--- src/rtl/syndenc_pkg.sv ---
// Shared types for the syndrome encoder.
package syndenc_pkg;

    // Run phases: waiting for a load, taking columns, result held.
    typedef enum logic [1:0] {
        PH_IDLE = 2'd0,
        PH_RUN  = 2'd1,
        PH_HELD = 2'd2
    } run_phase_t;

endpackage

--- src/rtl/syn_seq_ctrl.sv ---
// Run sequencer.
// Tracks the run phase and counts accepted columns.
// A column is accepted only while a run is active and no load is requested.
// The phase moves to held on the acceptance of the last column.
// Assumes NCOLS >= 1.
module syn_seq_ctrl
    import syndenc_pkg::*;
#(
    parameter int NCOLS = 8,
    parameter int CW    = 3
) (
    input  logic          clk,
    input  logic          rst_n,
    input  logic          start,
    input  logic          col_valid,
    output logic          accept,
    output logic [CW-1:0] col_idx,
    output logic          held
);

    localparam logic [CW-1:0] LAST_IDX = CW'(NCOLS - 1);

    run_phase_t    phase_q;
    logic [CW-1:0] idx_q;
    logic          is_last;

    // Acceptance qualifier and last-column detect.
    always_comb begin
        accept  = (phase_q == PH_RUN) && col_valid && !start;
        is_last = (idx_q == LAST_IDX);
    end

    // Phase and column-count registers.
    always_ff @(posedge clk) begin
        if (!rst_n) begin
            phase_q <= PH_IDLE;
            idx_q   <= '0;
        end else if (start) begin
            phase_q <= PH_RUN;
            idx_q   <= '0;
        end else if (accept) begin
            if (is_last) begin
                phase_q <= PH_HELD;
            end else begin
                idx_q <= idx_q + 1'b1;
            end
        end
    end

    assign col_idx = idx_q;
    assign held    = (phase_q == PH_HELD);

endmodule

--- src/rtl/syn_bit_pick.sv ---
// Plaintext select store.
// Captures the upper N-R plaintext bits at load time.
// Presents the bit paired with the current column index.
// Assumes col_idx stays below NCOLS.
module syn_bit_pick #(
    parameter int NCOLS = 8,
    parameter int CW    = 3
) (
    input  logic             clk,
    input  logic             rst_n,
    input  logic             load,
    input  logic [NCOLS-1:0] sel_in,
    input  logic [CW-1:0]    col_idx,
    output logic             pick
);

    logic [NCOLS-1:0] sel_q;

    // Hold the select bits for the whole run.
    always_ff @(posedge clk) begin
        if (!rst_n) begin
            sel_q <= '0;
        end else if (load) begin
            sel_q <= sel_in;
        end
    end

    // Select the bit that governs the current column.
    always_comb begin
        pick = 1'b0;
        for (int i = 0; i < NCOLS; i++) begin
            if (col_idx == CW'(i)) pick = sel_q[i];
        end
    end

endmodule

--- src/rtl/syn_acc.sv ---
// GF(2) accumulator.
// Each row bit is its own flop.
// A load writes the identity contribution; an accumulate XORs a column in.
// Load has priority over accumulate.
module syn_acc #(
    parameter int ROWS = 8
) (
    input  logic            clk,
    input  logic            rst_n,
    input  logic            load,
    input  logic [ROWS-1:0] load_val,
    input  logic            acc_en,
    input  logic [ROWS-1:0] col,
    output logic [ROWS-1:0] acc
);

    for (genvar r = 0; r < ROWS; r++) begin : g_row
        logic bit_q;

        // One row of the syndrome: copy on load, XOR on accumulate.
        always_ff @(posedge clk) begin
            if (!rst_n) begin
                bit_q <= 1'b0;
            end else if (load) begin
                bit_q <= load_val[r];
            end else if (acc_en) begin
                bit_q <= bit_q ^ col[r];
            end
        end

        assign acc[r] = bit_q;
    end

endmodule

--- src/rtl/syndrome_encoder.sv ---
// Streaming systematic syndrome encoder.
// Computes cipher = [I | K] * e over GF(2).
// The identity part is a copy of e[R-1:0] at load time.
// The K columns stream in and are XORed in when their paired plaintext bit is set.
// Assumes N > M*T.
module syndrome_encoder #(
    parameter int M = 4,
    parameter int T = 2,
    parameter int N = 16
) (
    input  logic              clk,
    input  logic              rst_n,
    input  logic              start,
    input  logic [N-1:0]      plain_in,
    input  logic [M*T-1:0]    col_in,
    input  logic              col_valid,
    output logic [M*T-1:0]    cipher_out,
    output logic              done
);

    localparam int R  = M * T;
    localparam int KC = N - R;
    localparam int CW = (KC > 1) ? $clog2(KC) : 1;

    logic          accept;
    logic [CW-1:0] col_idx;
    logic          pick_bit;
    logic          acc_en;

    syn_seq_ctrl #(.NCOLS(KC), .CW(CW)) u_ctrl (
        .clk       (clk),
        .rst_n     (rst_n),
        .start     (start),
        .col_valid (col_valid),
        .accept    (accept),
        .col_idx   (col_idx),
        .held      (done)
    );

    syn_bit_pick #(.NCOLS(KC), .CW(CW)) u_pick (
        .clk     (clk),
        .rst_n   (rst_n),
        .load    (start),
        .sel_in  (plain_in[N-1:R]),
        .col_idx (col_idx),
        .pick    (pick_bit)
    );

    // Accumulate only accepted columns whose plaintext bit is set.
    assign acc_en = accept && pick_bit;

    syn_acc #(.ROWS(R)) u_acc (
        .clk      (clk),
        .rst_n    (rst_n),
        .load     (start),
        .load_val (plain_in[R-1:0]),
        .acc_en   (acc_en),
        .col      (col_in),
        .acc      (cipher_out)
    );

endmodule

--- config.mk ---
export PLATFORM = sky130hd
export DESIGN_NAME = syndrome_encoder
export DESIGN_NICKNAME = d
export VERILOG_FILES = /design/src/rtl/syndenc_pkg.sv /design/src/rtl/syn_seq_ctrl.sv /design/src/rtl/syn_bit_pick.sv /design/src/rtl/syn_acc.sv /design/src/rtl/syndrome_encoder.sv
export SDC_FILE = /design/constraint.sdc
export NUM_CORES = 1
export LEC_CHECK = 0
export BUFFER_PORTS_ARGS = -buffer_cell sky130_fd_sc_hd__buf_4
export CAP_MARGIN = 0
export CORE_MARGIN = 8
export CORE_UTILIZATION = 51
export DETAILED_ROUTE_END_ITERATION = 7
export HOLD_SLACK_MARGIN = 0.12
export PLACE_DENSITY = 0.8
export SLEW_MARGIN = 10
export SYNTH_ARGS = -nofsm -noshare
export SYNTH_HDL_FRONTEND = slang
export SYNTH_SLANG_ARGS = --single-unit
export TNS_END_PERCENT = 5
--- constraint.sdc ---
create_clock -name clk -period 2.45 [get_ports clk]
set_clock_uncertainty 0.05 [all_clocks]
set_input_delay 0.3675 -clock clk [delete_from_list [all_inputs] [get_ports clk]]
set_output_delay 0.3675 -clock clk [all_outputs]
set_load 0.005 [all_outputs]
* Word-level counts from Yosys, hierarchy flattened
Cells that the tools add are included.
** Storage, ports and cells
- Flip-flop bits (word level) :: 21
- Bits of input ports :: 28
- Output and inout port bits :: 9
- Word-level logic and storage cells :: 71
** Cells by class
- $add $sub $neg :: 1
- Equal/unequal tests :: 9
- Multiplexer cells :: 27
- Bitwise logic cells :: 10
- Reduce and logical (&&, ||, !) cells :: 12
** Operator list (count)
- 2-to-1 mux 1 bit :: 27
- == test 3 bit, second input constant :: 4
- XOR 1 bit :: 8
- == test 3 x 2 -> 1 bit, second input constant :: 2
- AND reduction 2 bit :: 3
- nonzero test 2 bit :: 3
- adder 3 x 1 -> 3 bit, second input constant :: 1
- == test 3 x 1 -> 1 bit, second input constant :: 1
- logical AND 1 bit :: 3
- logical NOT 3 bit :: 1
- == test 2 x 1 -> 1 bit, second input constant :: 1
- == test 2 bit, second input constant :: 1
- NOT 1 bit :: 2
- OR reduction 2 bit :: 1
- logical NOT 1 bit :: 1

* Logic depth before layout (Yosys ltp)
- Depth in word-level cells :: 12
- Mapped depth :: 8
- Mapped depth without buffers :: 7

* Cells and area by module
A second synthesis with hierarchy kept.
** Second synthesis, totals
- Cells, all modules :: 99
- Area, all modules :: 1088.5 sq um
** Modules (own cells, without submodules)
- syn_acc :: instances 1, cells an instance 46, area an instance 484.2 sq um, seq. area each 160.2 sq um
- syn_bit_pick :: instances 1, cells an instance 28, area an instance 359.1 sq um, seq. area each 160.2 sq um
- syn_seq_ctrl :: instances 1, cells an instance 24, area an instance 239.0 sq um, seq. area each 100.1 sq um
- syndrome_encoder :: instances 1, cells an instance 1, area an instance 6.3 sq um, seq. area each 0.0 sq um

* Worst setup path before layout
Ideal clock, no wire load.
- Path type :: reg-to-reg
- Start :: register u_ctrl.idx_q[1], in the netlist u_ctrl.col_idx[1]
- End :: register u_acc.g_row[1].bit_q
- Library setup time :: 0.141 ns
- Arrival :: 1.598 ns
- Required time :: 2.259 ns
- Path slack :: 0.660 ns
- Stages on the path, launching flop included :: 8
- Buffers on the path :: 0
- Clock period less this slack :: 1.790 ns
- Cell sequence :: dfxtp_1 inv_1 ha_1 nand3b_1 a2111oi_2 o221ai_2 a221oi_2 a311oi_1
** On the way
- Word-level cells in the longest chain between the ends :: 11
- Elaborated cells between the ends (all ways) :: 18
- Classes of those cells :: 7 x eq/ne; 8 x mux; 3 x reduce/logical
** RTL lines
- start: declaration :: RTL line syn_seq_ctrl.sv:24 : logic [CW-1:0] idx_q;
- start signal: assignment :: RTL line syn_seq_ctrl.sv:45 : idx_q <= idx_q + 1'b1;
- logical NOT 3 bit :: RTL line syn_bit_pick.sv:32 : if (col_idx == CW'(i)) pick = sel_q[i];
- 2-to-1 mux 1 bit (7 in series) :: RTL line syn_bit_pick.sv:32
- 2-to-1 mux 1 bit (*) :: RTL line syn_bit_pick.sv:32
- logical AND 1 bit (*) :: RTL line syndrome_encoder.sv:50 : assign acc_en = accept && pick_bit;
- nonzero test 2 bit (no source line) (*)
- end signal: assignment :: RTL line syn_acc.sv:25 : bit_q <= load_val[r];
- end signal: assignment :: RTL line syn_acc.sv:27 : bit_q <= bit_q ^ col[r];
- end: declaration :: RTL line syn_acc.sv:18 : logic bit_q;
Mark *: on every way between the ends. The rest lies on a longest branch, timed or not.
A chain may end at the register's enable or synchronous reset.

* Worst setup path after layout
- Start :: register u_ctrl.idx_q[0], in the netlist u_ctrl.col_idx[0]
- End :: register u_acc.g_row[1].bit_q
Same word-level chain as after synthesis.

==> summary.txt <==
commonest register cell after synthesis = sky130_fd_sc_hd__dfxtp_1
mean cell area of the mapped netlist = 8.715 um^2
total power per unit cell area = 471.1 nW/um^2
net switching power figure = 0.1927 mW
count of input and output buffers = 36
area of the core = 2410 um^2
crit share post-route = 0.8271
element type at the critical path start = flip-flop
Sw Share = 0.2713
summed negative setup slack over all endpoints = 0 ps
global-route wire length before repair = 4602 um
final wirelength = 2648 um
warnings from Yosys = 0
start-to-end type of the worst setup path = flip-flop to flip-flop
total global routing overflow = 0
global-route total usage across every layer = 0.1311
number of I/O pins = 37
async set-reset flop share out of synthesis = 0
result of the run = complete, no violations
Setup Fix Bufs, Post-CTS = 0
largest area contributor in the synthesized netlist = sky130_fd_sc_hd__dfxtp_1
cell internal pwr = 0.5176 mW
number of enable flip-flop cells after synthesis = 0
Reg clk slew, reported paths = 120 ps
top-area cell type share of the netlist area = 0.3327
area of the multi-input gates = 733.2 um^2
hold_buf cts = 0
filler instances = 197
Max Cap Violations = 0
die width = 65.78 um
ranking of synthesized cells by area = sky130_fd_sc_hd__dfxtp_1 (33%), sky130_fd_sc_hd__mux2i_1 (13%), sky130_fd_sc_hd__nand2_1 (6.8%)
last weighted congestion value of the routability-driven placer = 0.8369
iteration-0 DRC count of the detailed router = 30
Inst Count DP = 197
Slew Viols, Final = 0
initial core utilization = 0.5244
nets@finish = 206
clock root buffer = sky130_fd_sc_hd__clkbuf_4
most common cell type on the critical path = sky130_fd_sc_hd__ha_1
mapped cell area = 1264 um^2
share of the yosys chip area belonging to registers = 0.3327
top cells by instance count after synthesis = sky130_fd_sc_hd__nand2_1 (23), sky130_fd_sc_hd__dfxtp_1 (21), sky130_fd_sc_hd__mux2i_1 (16)
total die area = 4327 um^2
row count = 18
share of total power in sequential cells = 0.540
total nets after synthesis = 179
count of nets left with antenna violations after detail routing = 0
vias = 1,034
latest clock arrival within the worst-skew pair = 310 ps
Post-Syn Instances = 145
number of antenna diodes = 0
share of total power in the clock network = 0.238
Worst EP arrival = 2160 ps
largest fanout on the critical path = 6
number of antenna violations at the first check in global routing = 0
DPL Wire Length = 2077 um
share of post-route cells with drive strength above 1 = 0.2632
average vias per placed instance = 5.144
min cycle time layout = 2026 ps
sequential cell area = 420.4 um^2
Final Non-Filler Cells = 201
class of the worst hold path = primary input to flip-flop
number of global-route vias before repair = 1,108
IR drop worst, VDD = 314.3 uV
Seq cells post-synth = 21
number of cells on the worst hold path = 3
Slew Limit Headroom = 0.7812
synth unique cells = 28
CP required = 2580 ps
router iterations before antenna repair = 4
length in cells of the worst reg-to-reg path = 7
Largest stage delay, worst path = 370 ps
TritonCTS buffer count = 3
number of gates resized after cts = 0
Least-Margin Pin Slew = 328.3 ps
Setup crit end kind = flip-flop
DRC = 0
area added between synthesis and finish = 19.31%
pin count of the biggest net entering global routing = 30
library cell with the highest instance count after synthesis = sky130_fd_sc_hd__nand2_1
ordered cell list for the critical path = ha_1 -> ha_1 -> nor2_1 -> and3_1 -> o221ai_2 -> a221oi_2 -> a311oi_1
RSZ-0062 raised after global routing = false
Die Span Y = 65.78 um
slowest cell on the critical path = sky130_fd_sc_hd__dfxtp_1
Fmax achieved = 493.5 MHz
H-tree Lvls = 1
hold violation count in the final report = 0
leak pwr = 0.6876 nW
CTS tree = done
power share of the combinational group = 0.222
number of buffers between clock root and the deepest sink = 2
total setup violations reported at the end of the flow = 0
clock net sink count = 21
routed wirelength normalized by instance count = 13.17 um
[worst max-delay path, delay by kind of cell (launching register included)]
kind / cells / cell delay (ps)
and+or+nand+nor: 2 / 460
DFF: 1 / 370
AOI/OAI and AO/OA: 3 / 540
adders and majority gates: 2 / 480
[power by group through the flow]
stage                     logic (mW)  clock network, mW  registers (mW)
final                          0.158              0.169           0.384
after global routing           0.176              0.186           0.387
after CTS                      0.160              0.175           0.384
after detailed placement       0.160                  0           0.391
after global placement         0.153                  0           0.390
after floorplan                0.112                  0           0.386
[routing by layer]
metal / part of all wire / vias up / GRT usage
met4: 0.019 / 0 / 0.06812
met1: 0.44 / 470 / 0.1424
met2: 0.48 / 31 / 0.2229
met3: 0.060 / 5 / 0.04068
li1: - / 528 / -
met5: 0 / - / 0
[path summary, 6_finish.rpt]
path	slack [ps]	end	start
hold reg to reg	470	u_pick.sel_q[2]	u_pick.sel_q[2]
setup / recovery	420	u_acc.g_row[1].bit_q	u_ctrl.col_idx[0]
setup reg to reg	420	u_acc.g_row[1].bit_q	u_ctrl.col_idx[0]
hold / removal	230	u_pick.sel_q[7]	plain_in[15]
[stage by stage]
step           hold slack (ps)  utilization  setup WS, ps  instance area, um^2  power [mW]
3_3_place_gp             429.6       0.6142         567.6                 1480      0.5430
6_report                 230.5       0.6256         423.5                 1508      0.7103
4_1_cts                  233.3       0.6256         444.1                 1508      0.7193
5_1_grt                  225.3       0.6256         270.0                 1508      0.7486
2_1_floorplan            401.5            -         660.4                 1264      0.4981
3_5_place_dp             448.0       0.6142         444.9                 1480      0.5509
[cell families after synthesis]
group                      count (synthesis)  synth area share
and+or+nand+nor                           53            0.1970
AOI/OAI and AO/OA                         21            0.1347
DFF                                       21            0.3327
buffers and inverters                     19           0.08712
muxes                                     16            0.1267
xor gates and xnor gates                   9           0.06238
adders and majority gates                  6           0.05940
[registers in the layout (all words and copies together), names as in the netlist]
register           flops
u_ctrl.phase_q         2
u_pick.sel_q           8
u_acc.g_row.bit_q      8
u_ctrl.col_idx         3
[layout by cell type, fill, tap and decap left out, types with 3 or more instances in the layout]
cell / count
sky130_fd_sc_hd__a21oi_1: 5
sky130_fd_sc_hd__buf_4: 36
sky130_fd_sc_hd__clkbuf_4: 3
sky130_fd_sc_hd__dfxtp_1: 21
sky130_fd_sc_hd__ha_1: 6
sky130_fd_sc_hd__inv_1: 4
sky130_fd_sc_hd__mux2i_1: 16
sky130_fd_sc_hd__nand2_1: 23
sky130_fd_sc_hd__nand2b_1: 8
sky130_fd_sc_hd__nor2_1: 15
sky130_fd_sc_hd__nor2b_1: 3
sky130_fd_sc_hd__o21ai_0: 8
sky130_fd_sc_hd__xnor2_1: 9
[layout make-up]
cell class	count	area share
Inverter	5	0.01245
Sequential cell	21	0.2788
Clock buffer	3	0.01494
Clock inverter	1	0.003319
Multi-Input combinational cell	105	0.4863
Timing Repair Buffer	36	0.1793
Tap cell	30	0.02490
No activity file was read; power rests on OpenSTA's default activity.
